`src/rtl/pad_pkg.sv`:
```
package pad_pkg;
    typedef enum logic [1:0] {
        ST_IDLE  = 2'd0,
        ST_LOAD  = 2'd1,
        ST_SHIFT = 2'd2
    } pad_state_t;
endpackage

```
`src/rtl/pad_edge_sync.sv`:
```
module pad_edge_sync #(
    parameter int STAGES = 2
) (
    input  logic clk,
    input  logic rst_n,
    input  logic din,
    output logic level,
    output logic rise
);
    logic [STAGES-1:0] chain;
    logic              prev;

    always_ff @(posedge clk or negedge rst_n) begin
        if (!rst_n) chain[0] <= 1'b0;
        else        chain[0] <= din;
    end

    for (genvar g = 1; g < STAGES; g++) begin : g_stage
        always_ff @(posedge clk or negedge rst_n) begin
            if (!rst_n) chain[g] <= 1'b0;
            else        chain[g] <= chain[g-1];
        end
    end

    always_ff @(posedge clk or negedge rst_n) begin
        if (!rst_n) prev <= 1'b0;
        else        prev <= chain[STAGES-1];
    end

    assign level = chain[STAGES-1];
    assign rise  = chain[STAGES-1] & ~prev;

    AST_RISE_PULSE: assert property (@(posedge clk) disable iff (!rst_n)
        rise |=> !rise);
endmodule

```
`src/rtl/pad_shifter.sv`:
```
module pad_shifter
    import pad_pkg::*;
#(
    parameter int NUM_BUTTONS = 12,
    parameter int FRAME_BITS  = 16
) (
    input  logic                   clk,
    input  logic                   rst_n,
    input  logic                   latch_lvl,
    input  logic                   dclk_rise,
    input  logic [NUM_BUTTONS-1:0] btn_n,
    output logic                   data_out
);
    localparam int CW   = $clog2(FRAME_BITS);
    localparam int PAD  = FRAME_BITS - NUM_BUTTONS;
    localparam int LAST = FRAME_BITS - 1;

    pad_state_t            state, state_nx;
    logic [FRAME_BITS-1:0] sreg;
    logic [CW-1:0]         cnt;
    logic                  last_bit;

    assign last_bit = (cnt == CW'(LAST));

    // next-state logic
    always_comb begin
        state_nx = state;
        unique case (state)
            ST_IDLE:  if (latch_lvl) state_nx = ST_LOAD;             // T_LATCH
            ST_LOAD:  if (!latch_lvl) state_nx = ST_SHIFT;           // T_RELEASE
            ST_SHIFT: begin
                if (latch_lvl)                  state_nx = ST_LOAD;  // T_LATCH
                else if (dclk_rise && last_bit) state_nx = ST_IDLE;  // T_END
            end
            default:  state_nx = ST_IDLE;
        endcase
    end

    // state register
    always_ff @(posedge clk or negedge rst_n) begin
        if (!rst_n) state <= ST_IDLE;
        else        state <= state_nx;
    end

    // frame register and bit counter
    always_ff @(posedge clk or negedge rst_n) begin
        if (!rst_n) begin
            sreg <= '1;
            cnt  <= '0;
        end else if (latch_lvl) begin
            sreg <= {{PAD{1'b1}}, btn_n};
            cnt  <= '0;
        end else if (state == ST_SHIFT && dclk_rise && !last_bit) begin
            sreg <= {1'b1, sreg[LAST:1]};                            // T_STEP
            cnt  <= cnt + 1'b1;
        end
    end

    // output
    always_comb begin
        unique case (state)
            ST_SHIFT: data_out = sreg[0];
            default:  data_out = 1'b0;
        endcase
    end

    AST_FIRST_BIT: assert property (@(posedge clk) disable iff (!rst_n)
        (state == ST_LOAD && !latch_lvl) |=> (state == ST_SHIFT && data_out == $past(sreg[0])));
    AST_STEP_BIT: assert property (@(posedge clk) disable iff (!rst_n)
        (state == ST_SHIFT && dclk_rise && !latch_lvl && !last_bit) |=> (data_out == $past(sreg[1])));
    AST_HOLD_BIT: assert property (@(posedge clk) disable iff (!rst_n)
        (state == ST_SHIFT && !dclk_rise && !latch_lvl) |=> $stable(data_out));
    AST_PAD_HIGH: assert property (@(posedge clk) disable iff (!rst_n)
        latch_lvl |=> (&sreg[LAST:NUM_BUTTONS]));
    AST_END_LOW: assert property (@(posedge clk) disable iff (!rst_n)
        (state == ST_SHIFT && dclk_rise && !latch_lvl && last_bit) |=> !data_out);
    AST_IDLE_LOW: assert property (@(posedge clk) disable iff (!rst_n)
        (state == ST_IDLE && !latch_lvl) |=> (state == ST_IDLE && !data_out));
    AST_LATCH_LOW: assert property (@(posedge clk) disable iff (!rst_n)
        latch_lvl |=> !data_out);
    AST_ABORT: assert property (@(posedge clk) disable iff (!rst_n)
        (state == ST_SHIFT && latch_lvl) |=> (state == ST_LOAD && cnt == '0));
endmodule

```
`src/rtl/pad_responder.sv`:
```
module pad_responder #(
    parameter int NUM_BUTTONS = 12,
    parameter int FRAME_BITS  = 16,
    parameter int SYNC_STAGES = 2
) (
    input  logic                   clk,
    input  logic                   rst_n,
    input  logic                   pad_latch,
    input  logic                   pad_clk,
    input  logic [NUM_BUTTONS-1:0] btn_n,
    output logic                   pad_data
);
    logic latch_lvl, latch_rise_unused;
    logic dclk_lvl_unused, dclk_rise;

    pad_edge_sync #(.STAGES(SYNC_STAGES)) u_latch_sync (
        .clk   (clk),
        .rst_n (rst_n),
        .din   (pad_latch),
        .level (latch_lvl),
        .rise  (latch_rise_unused)
    );

    pad_edge_sync #(.STAGES(SYNC_STAGES)) u_dclk_sync (
        .clk   (clk),
        .rst_n (rst_n),
        .din   (pad_clk),
        .level (dclk_lvl_unused),
        .rise  (dclk_rise)
    );

    pad_shifter #(
        .NUM_BUTTONS (NUM_BUTTONS),
        .FRAME_BITS  (FRAME_BITS)
    ) u_shifter (
        .clk       (clk),
        .rst_n     (rst_n),
        .latch_lvl (latch_lvl),
        .dclk_rise (dclk_rise),
        .btn_n     (btn_n),
        .data_out  (pad_data)
    );
endmodule

```
`config.mk`:
```
export PLATFORM = sky130hd
export DESIGN_NAME = pad_responder
export DESIGN_NICKNAME = d
export VERILOG_FILES = /design/src/rtl/pad_pkg.sv /design/src/rtl/pad_edge_sync.sv /design/src/rtl/pad_shifter.sv /design/src/rtl/pad_responder.sv
export SDC_FILE = /design/constraint.sdc
export NUM_CORES = 1
export LEC_CHECK = 0
export ABC_AREA = 1
export ABC_CLOCK_PERIOD_IN_PS = 1500
export BUFFER_PORTS_ARGS = -buffer_cell sky130_fd_sc_hd__buf_4
export CORE_MARGIN = 8
export CORE_UTILIZATION = 54
export DETAILED_ROUTE_END_ITERATION = 8
export MAX_ROUTING_LAYER = met4
export PLACE_DENSITY = 0.84
export SLEW_MARGIN = 20
export SYNTH_ARGS = -nofsm -noshare
export SYNTH_HDL_FRONTEND = slang
export SYNTH_SLANG_ARGS = --single-unit
```
`constraint.sdc`:
```
create_clock -name clk -period 1.5 [get_ports clk]
set_input_delay 0 -clock clk [delete_from_list [all_inputs] [get_ports clk]]
set_output_delay 0 -clock clk [all_outputs]
set_load 0.1 [all_outputs]
```
# == After elaboration in Yosys (flattened, before gate mapping) ==
# Index checks and enable logic that the tools add are counted.
# op_classes
n_addsub,1
n_eq_ne,6
n_mux,10
bitwise,2
n_reduce_logical,7
# op_table
cell,n
$mux 16,2
$mux 2,4
$mux 4,2
$pmux 2 s3,1
$add 4x1->4 const B,1
$eq 4x4->1 const B,1
$ne 2x2->1 const B,2
$logic_and 1x1->1,3
$ne 3x2->1 const B,1
$reduce_and 3->1,1
$eq 2x1->1 const B,1
$eq 2x2->1 const B,1
$logic_not 2->1,1
$reduce_bool 2->1,1
$and 1x1->1,1
$logic_not 1->1,1
$mux 1,1
$not 1->1,1
# totals
reg_bits,27
in_bits,16
out_inout_bits,1
word_cells,34

# == Logic depth before layout (Yosys ltp) ==
# Gate-level depths: netlist of run 1.
# depth
depth_word,6
depth_mapped,7
ltp_nobuf,6

# == Cells and area by module ==
# From an unflattened synthesis of run 1, not the netlist that was laid out.
# hier_totals
hier_cells,138
area_unflattened_um2,1149.9
# modules_own_cells
module,n_inst,cells_each,area_per_inst_um2,seq_area_each_um2
pad_shifter,1,128,979.7,465.4
pad_edge_sync,2,5,85.1,75.1

# == Worst setup path after synthesis of run 1 ==
# No wires, ideal clock.
# synth_path
path_kind,reg2out
startpoint,register u_shifter.sreg[0]
endpoint,output pad_data
arrival_ns,2.701
required_time_ns,1.500
setup_slack_ns,-1.201
path_stages_with_launch,2
n_path_buf,0
cell_sequence,dfstp_2 -> nor3b_1
# synth_via
elab_chain_cells,1
# synth_lines
item,line,text
from (decl),pad_shifter.sv:19,logic [FRAME_BITS-1:0] sreg;
from (signal assigned),pad_shifter.sv:51,"sreg <= {{PAD{1'b1}}, btn_n};"
from (signal assigned),pad_shifter.sv:54,"sreg <= {1'b1, sreg[LAST:1]};"
$mux 1,pad_shifter.sv:61,unique case (state)
to (decl),pad_responder.sv:11,output logic pad_data
# Every way passes these cells.

# == Final worst setup path of run 1 ==
# layout_path
startpoint,register u_shifter.cnt[0]
endpoint,register u_shifter.cnt[0]
# layout_via
elab_chain_cells,4
elab_cells_between_ends,7
classes_between,add/sub (1); eq/ne (1); mux (2); reduce/logical (3)
# layout_lines
item,line,text
from (decl),pad_shifter.sv:20,logic [CW-1:0] cnt;
from (signal assigned),pad_shifter.sv:55,cnt <= cnt + 1'b1;
branches (longest 4 deep; another with $add 4x1->4),--,
# Parallel ways; which one is timed is not known. The select of a mux whose other input is x is not followed.
# A chain may end at the register's enable or synchronous reset.

==> metrics.yaml, run 1 <==
detailed_routing:
  wl_met2_um: 993
  wl_per_cell_um: 10.8
  vias: 937
  top_layer: "met4"
  antenna_left: 0
  wl_met3_um: 103
  wirelength_um: 2080
  drtIter0Drc: 20
  remaining_drc_errors: 0
  dr.pass1.iters: 4
  via_per_inst: 4.85
  wl_met1_um: 976
floorplan:
  initial_core_util: 0.568
  io_pins: 17
  rows: 16
  die_h_um: 61.4
  dieArea_um2: 3770
  die_w_um: 61.4
  core_region_area_um2: 1960
worst_setup_path:
  r2r_cells: 6
  path_max_fanout: 17
  regToRegSetupSlack_ns: 0.12
  worst_path_most_repeated_cell: "nand2_1"
  crit_chain: "ha_1 -> nand3_2 -> nand3_4 -> nand2_8 -> nand2_1 -> nand2_1"
  r2r-start: "u_shifter.cnt[0]"
  arrival_ns: 1.62
  start_kind: "register"
  cp-end-kind: "register"
  rr_endpoint: "u_shifter.cnt[0]"
  critPathRequiredTime_ns: 1.74
  critPathMaxStageDelay_ns: 0.43
  crit_slowest_cell: "dfrtp_1"
  path_class: "reg2reg"
cts:
  cts_made_buffers: 3
  clk_pin_slew_ns: 0.12
  cts_tree: "built"
  clock_latency_ns: 0.30
  root_buffer: "clkbuf_4"
  clock-sinks: 23
  clockBufferDepth: 2
  cts_setup_buffers: 0
  htreeDepth: 1
sta:
  report.final.slew_viol_count: 0
  slew_headroom: 0.671
  rsz0062_at_grt: "no"
  tns_ns: 0
  worst_pin_slew_ns: 0.493
  fmax_ghz: 0.727
  hold_viol: 0
  finalCriticalPeriod_ns: 1.38
  period_share: 0.917
  setup_viol: 0
  skew_ns: 0.00937
pwr:
  irDropWorstVdd_mv: 0.522
  powerDensity_nw_per_um2: 864
  p_leak_nw: 0.726
synthesis:
  synth_top_family_by_area: "simple AND/OR/NAND/NOR gates"
  synthesis.nets: 153
  yosysWarnings: 0
  avgSynthCellArea_um2: 8.19
  synth-compound-area-share: 0.00449
  ys.flop_type: "dfstp_2"
  synthAdderAreaFrac: 0.0112
  synth_seq_area_share: 0.530
  yosys-top-cells-area: "dfstp_2, dfrtp_1, nand2_1, nand3_1, buf_4"
  synth_cell_types: 20
  yosysTopAreaCellShare: 0.283
  postSynth.asyncResetShare: 1.00
  ys_ff_latch: 23
  synth_most_common_cell: "nand2_1"
  synth_cells: 136
  yosys.area.top_type: "dfstp_2"
  yosys-top-cells-count: "nand2_1, nand3_1, dfstp_2"
  synth_edf_count: 0
  netlist_area_um2: 1110
  synth_xor_area_frac: 0.00787
  synthSimpleGateAreaFrac: 0.390
  synthMuxAreaShare: 0
hold_path:
  hold_end: "u_shifter.sreg[0]"
  hold_path_class: "in2reg"
  min_from: "btn_n[0]"
  whs_path_depth: 5
finish:
  utilization: 0.726
  drive_gt1_frac: 0.241
  area_delta_synth_final_pct: 28.0
  finalInstanceArea_um2: 1430
  n_antenna_cell: 0
  nets: 184
flow_run:
  maxCapViolCount: 0
place:
  place.gp.congestion: 0.764
  placed_cell_area_um2: 1250
  portBuffers: 16
  hpwl_um: 1360
status:
  status: "finished, final reports clean"
global_route:
  antenna_found_initial: 0
  grt_pass1_vias: 944
  grt_pass1_wl_um: 3860
  gr-usage-all-layers: 0.136
  grt-ovfl-total: 0
  grt_max_degree: 28
[registers in the layout, summed over array words and instances (netlist names)]
register / count
u_dclk_sync.level: 1
u_latch_sync.level: 1
u_shifter.cnt: 4
u_latch_sync.chain: 1
u_dclk_sync.prev: 1
u_shifter.state: 2
u_shifter.sreg: 12
u_dclk_sync.chain: 1
[critical path: cells and delay by family (launching register included)]
family / cells / cell delay [ns]
flip-flops: 1 / 0.43
AND/OR/NAND/NOR: 5 / 0.63
adder cells (fa/ha/maj): 1 / 0.26
[stage by stage]
step           total power [mW]  hold slack (ns)  instances  worst slack [ns]
2_1_floorplan             0.876           -0.296        136             0.154
3_5_place_dp              0.940          -0.0957        175             0.112
3_3_place_gp              0.935          -0.0960        175             0.169
5_1_grt                    1.31           0.0312        193           0.00254
6_report                   1.23          0.00691        193             0.124
4_1_cts                    1.25          0.00262        193            0.0817
[routing by layer]
metal,track usage,vias up
met5,-,-
met4,0.0487,0
met3,0.0292,2
met2,0.219,24
met1,0.163,426
li1,-,485
[layout make-up]
| class | count | area (µm²) |
|---|---|---|
| multi-input cells | 102 | 480 |
| clock buffers | 4 | 26.3 |
| fillers | 154 | 537 |
| flip-flops and latches | 23 | 591 |
| well taps | 27 | 33.8 |
| repair buffers | 32 | 275 |
| inverters | 5 | 18.8 |
[layout by cell type (no fill, tap or decap)]
cell type,count
nand2_1,68
buf_4,18
nand3_1,17
dlygate4sd3_1,14
dfstp_2,12
dfrtp_1,11
nor2_1,6
inv_1,4
clkbuf_4,3
nand4_1,2
nor3b_4,1
nand3_2,1
nor2_2,1
nand3_4,1
inv_2,1
nand2_8,1
or2_2,1
a21oi_1,1
xnor2_1,1
ha_1,1
clkbuf_1,1
[power by group]
group          switching (mW)  leakage (nW)  internal [mW]
Clock                   0.166        0.0150          0.104
Sequential             0.0354         0.263          0.707
Combinational           0.115         0.448          0.105
[cells by family after synthesis]
kind of cell	count (synthesis)
AND/OR/NAND/NOR	99
flip-flops	23
buffers and inverters	11
AO/OA/AOI/OAI	1
XOR/XNOR	1
adder cells (fa/ha/maj)	1
[how the worst max path moves through the flow]
stage | startpoint | to | slack [ns]
final | u_shifter.cnt[0] | u_shifter.cnt[0] | 0.12
after global routing | u_shifter.cnt[0] | u_shifter.sreg[7] | 0.003
after CTS | u_shifter.cnt[0] | u_shifter.sreg[11] | 0.08
after detailed placement | u_shifter.cnt[0] | u_shifter.sreg[0] | 0.11
after global placement | u_shifter.cnt[0] | u_shifter.sreg[1] | 0.17
after floorplan | u_shifter.sreg[0] | pad_data | 0.15
[timing repair]
action | in CTS | in global routing
hold endpoints to repair | 36 | 0
gates resized for setup | 0 | 1
setup endpoints to repair | 0 | 9
hold buffers | 14 | 0
(Power assumes the default switching activity.)
==> run 2, diff against run 1 <==
--- a/config.mk
+++ b/config.mk
@@ -8,9 +8,10 @@
 export ABC_AREA = 1
 export ABC_CLOCK_PERIOD_IN_PS = 1500
 export BUFFER_PORTS_ARGS = -buffer_cell sky130_fd_sc_hd__buf_4
-export CORE_MARGIN = 8
+export CORE_ASPECT_RATIO = 0.8
 export CORE_UTILIZATION = 54
 export DETAILED_ROUTE_END_ITERATION = 8
+export HOLD_SLACK_MARGIN = 0.08
 export MAX_ROUTING_LAYER = met4
 export PLACE_DENSITY = 0.84
 export SLEW_MARGIN = 20
==> metrics.yaml, run 2 (synthesis results as in run 1) <==
status:
  status: "finished, final reports clean"
cts:
  clockBufferDepth: 2  # unchanged
  cts_made_buffers: 3  # unchanged
  root_buffer: "clkbuf_4"
  clock-sinks: 23  # unchanged
  cts_tree: "built"
  htreeDepth: 1  # unchanged
  clock_latency_ns: 0.31  # about the same
  clk_pin_slew_ns: 0.13  # about the same
sta:
  tns_ns: 0  # unchanged
  hold_viol: 0  # unchanged
  slew_headroom: 0.689  # +0.0181
  setup_viol: 0  # unchanged
  worst_slack_ns: 0.111  # -0.0132 ns
  report.final.slew_viol_count: 0  # unchanged
  skew_ns: 0.0130  # +0.00359 ns
  fmax_ghz: 0.720  # -0.95%
  rsz0062_at_grt: "no"
  period_share: 0.926  # +0.00880
  worst_pin_slew_ns: 0.466  # -0.0271 ns
  finalCriticalPeriod_ns: 1.39  # +0.0132 ns
pwr:
  p_leak_nw: 0.730  # +0.58%
  irDropWorstVdd_mv: 0.699  # +34%
  powerDensity_nw_per_um2: 880  # +1.8%
worst_setup_path:
  path_max_fanout: 17  # unchanged
  r2r_cells: 6  # unchanged
  cp-end-kind: "register"
  path_class: "reg2reg"
  critPathRequiredTime_ns: 1.76  # +0.02 ns
  arrival_ns: 1.65  # +0.03 ns
  critPathLaunch: "u_shifter.cnt[0]"
  crit_path_end: "u_shifter.sreg[7]"
  start_kind: "register"
  r2r-start: "u_shifter.cnt[0]"
  rr_endpoint: "u_shifter.sreg[7]"
  regToRegSetupSlack_ns: 0.11  # about the same
place:
  portBuffers: 16  # unchanged
  hpwl_um: 1460  # +7.1%
  pre_cts_ws_ns: 0.114  # +0.00128 ns
  placed_cell_area_um2: 1250  # -0.30%
  place.gp.congestion: 0.817  # +6.9%
  placedCellCount: 172  # -1.7%
finish:
  largest_reg_flops: 12  # unchanged
  nets: 185  # +0.54%
  final_common_cell: "nand2_1"
  mostFrequentLayoutCells: "nand2_1, buf_4, nand3_1, dlygate4sd3_1, dfstp_2"
  reg_top3: "u_shifter.sreg (12), u_shifter.cnt (4), u_shifter.state (2)"
  fill_cells: 147  # -4.5%
  finalInstanceArea_um2: 1430  # +0.44%
  area_delta_synth_final_pct: 28.5
  drive_gt1_frac: 0.240  # -0.00144
  utilization: 0.750  # +0.0233
  finalNonFillerCells: 191  # -1.0%
  n_antenna_cell: 0  # unchanged
  largest-register: "u_shifter.sreg"
global_route:
  grt_pass1_wl_um: 3860  # unchanged
  grt_max_degree: 27  # -3.6%
  grt_pass1_vias: 932  # -1.3%
  grt-ovfl-total: 0  # unchanged
  gr-usage-all-layers: 0.250  # +0.114
  antenna_found_initial: 0  # unchanged
detailed_routing:
  remaining_drc_errors: 0  # unchanged
  dr.pass1.iters: 4  # unchanged
  vias: 964  # +2.9%
  drtIter0Drc: 27  # +35%
  wl_met1_um: 1060  # +8.5%
  wl_met3_um: 91  # -12%
  antenna_left: 0  # unchanged
  top_layer: "met4"
  wl_per_cell_um: 12.3  # +14%
  via_per_inst: 5.05  # +4.0%
  wirelength_um: 2360  # +13%
  wl_met2_um: 1170  # +18%
floorplan:
  io_pins: 17  # unchanged
  rows: 14  # -2
  die_h_um: 42.6  # -31%
  die_w_um: 52.8  # -14%
  dieArea_um2: 2250  # -40%
  core_region_area_um2: 1910  # -2.7%
  initial_core_util: 0.583  # +0.0156
flow_run:
  maxCapViolCount: 0  # unchanged
hold_path:
  hold_path_class: "in2async"
[run 2: cell types whose count changed in the layout (fill, tap and decap cells not counted), sizes merged]
cell         change
dlygate4sd3      +1
[run 2: routing by layer]
metal,GRT usage,vias to the layer above
met5,-,-
met4,0.0895,0
met3,0.0688,4
met2,0.395,23
met1,0.305,448
li1,-,489
[run 2: stage by stage]
| stage | power [mW] | hold slack (ns) |
|---|---|---|
| detailed placement | 0.948 | -0.0961 |
| CTS | 1.26 | 0.0976 |
| floorplan | 0.876 | -0.296 |
| finish | 1.26 | 0.0941 |
| global placement | 0.936 | -0.0978 |
| global route | 1.32 | 0.125 |
[run 2: worst min-delay path by stage]
stage | endpoint | startpoint | cells after the start
2_1_floorplan | u_dclk_sync.chain[0] | rst_n | 0
3_3_place_gp | u_shifter.state[1] | rst_n | 1
3_5_place_dp | u_shifter.state[1] | rst_n | 1
4_1_cts | u_shifter.state[1] | rst_n | 2
5_1_grt | u_shifter.state[1] | rst_n | 2
6_report | u_shifter.cnt[2] | rst_n | 2
[run 2: power breakdown]
part           internal (mW)  switching (mW)
clock                  0.104           0.179
sequential             0.707          0.0387
combinational          0.107           0.123
[run 2: what timing repair did]
action | 4_1_cts | 5_1_grt
setup endpoints to repair | 0 | 2
hold buffers | 15 | 0
buffers inserted | 0 | 0
endpoints found under the hold margin | 37 | 0
resized for setup | 0 | 1
[run 2: critical path, cell delays in order, from the launching register on]
cell	delay, ns
dfrtp_1	0.44
ha_1	0.26
nand3_2	0.11
nand3_4	0.20
nand2_8	0.18
nand2_1	0.08
nand2_1	0.08
[run 2: cell type report]
class                           count  area (µm²)  share of cell area
Sequential cell                    23         591               0.413
Multi-Input combinational cell    102         480               0.336
Timing Repair Buffer               33         285               0.199
Tap cell                           24        30.0              0.0210
Clock buffer                        4        26.3              0.0184
Inverter                            5        18.8              0.0131
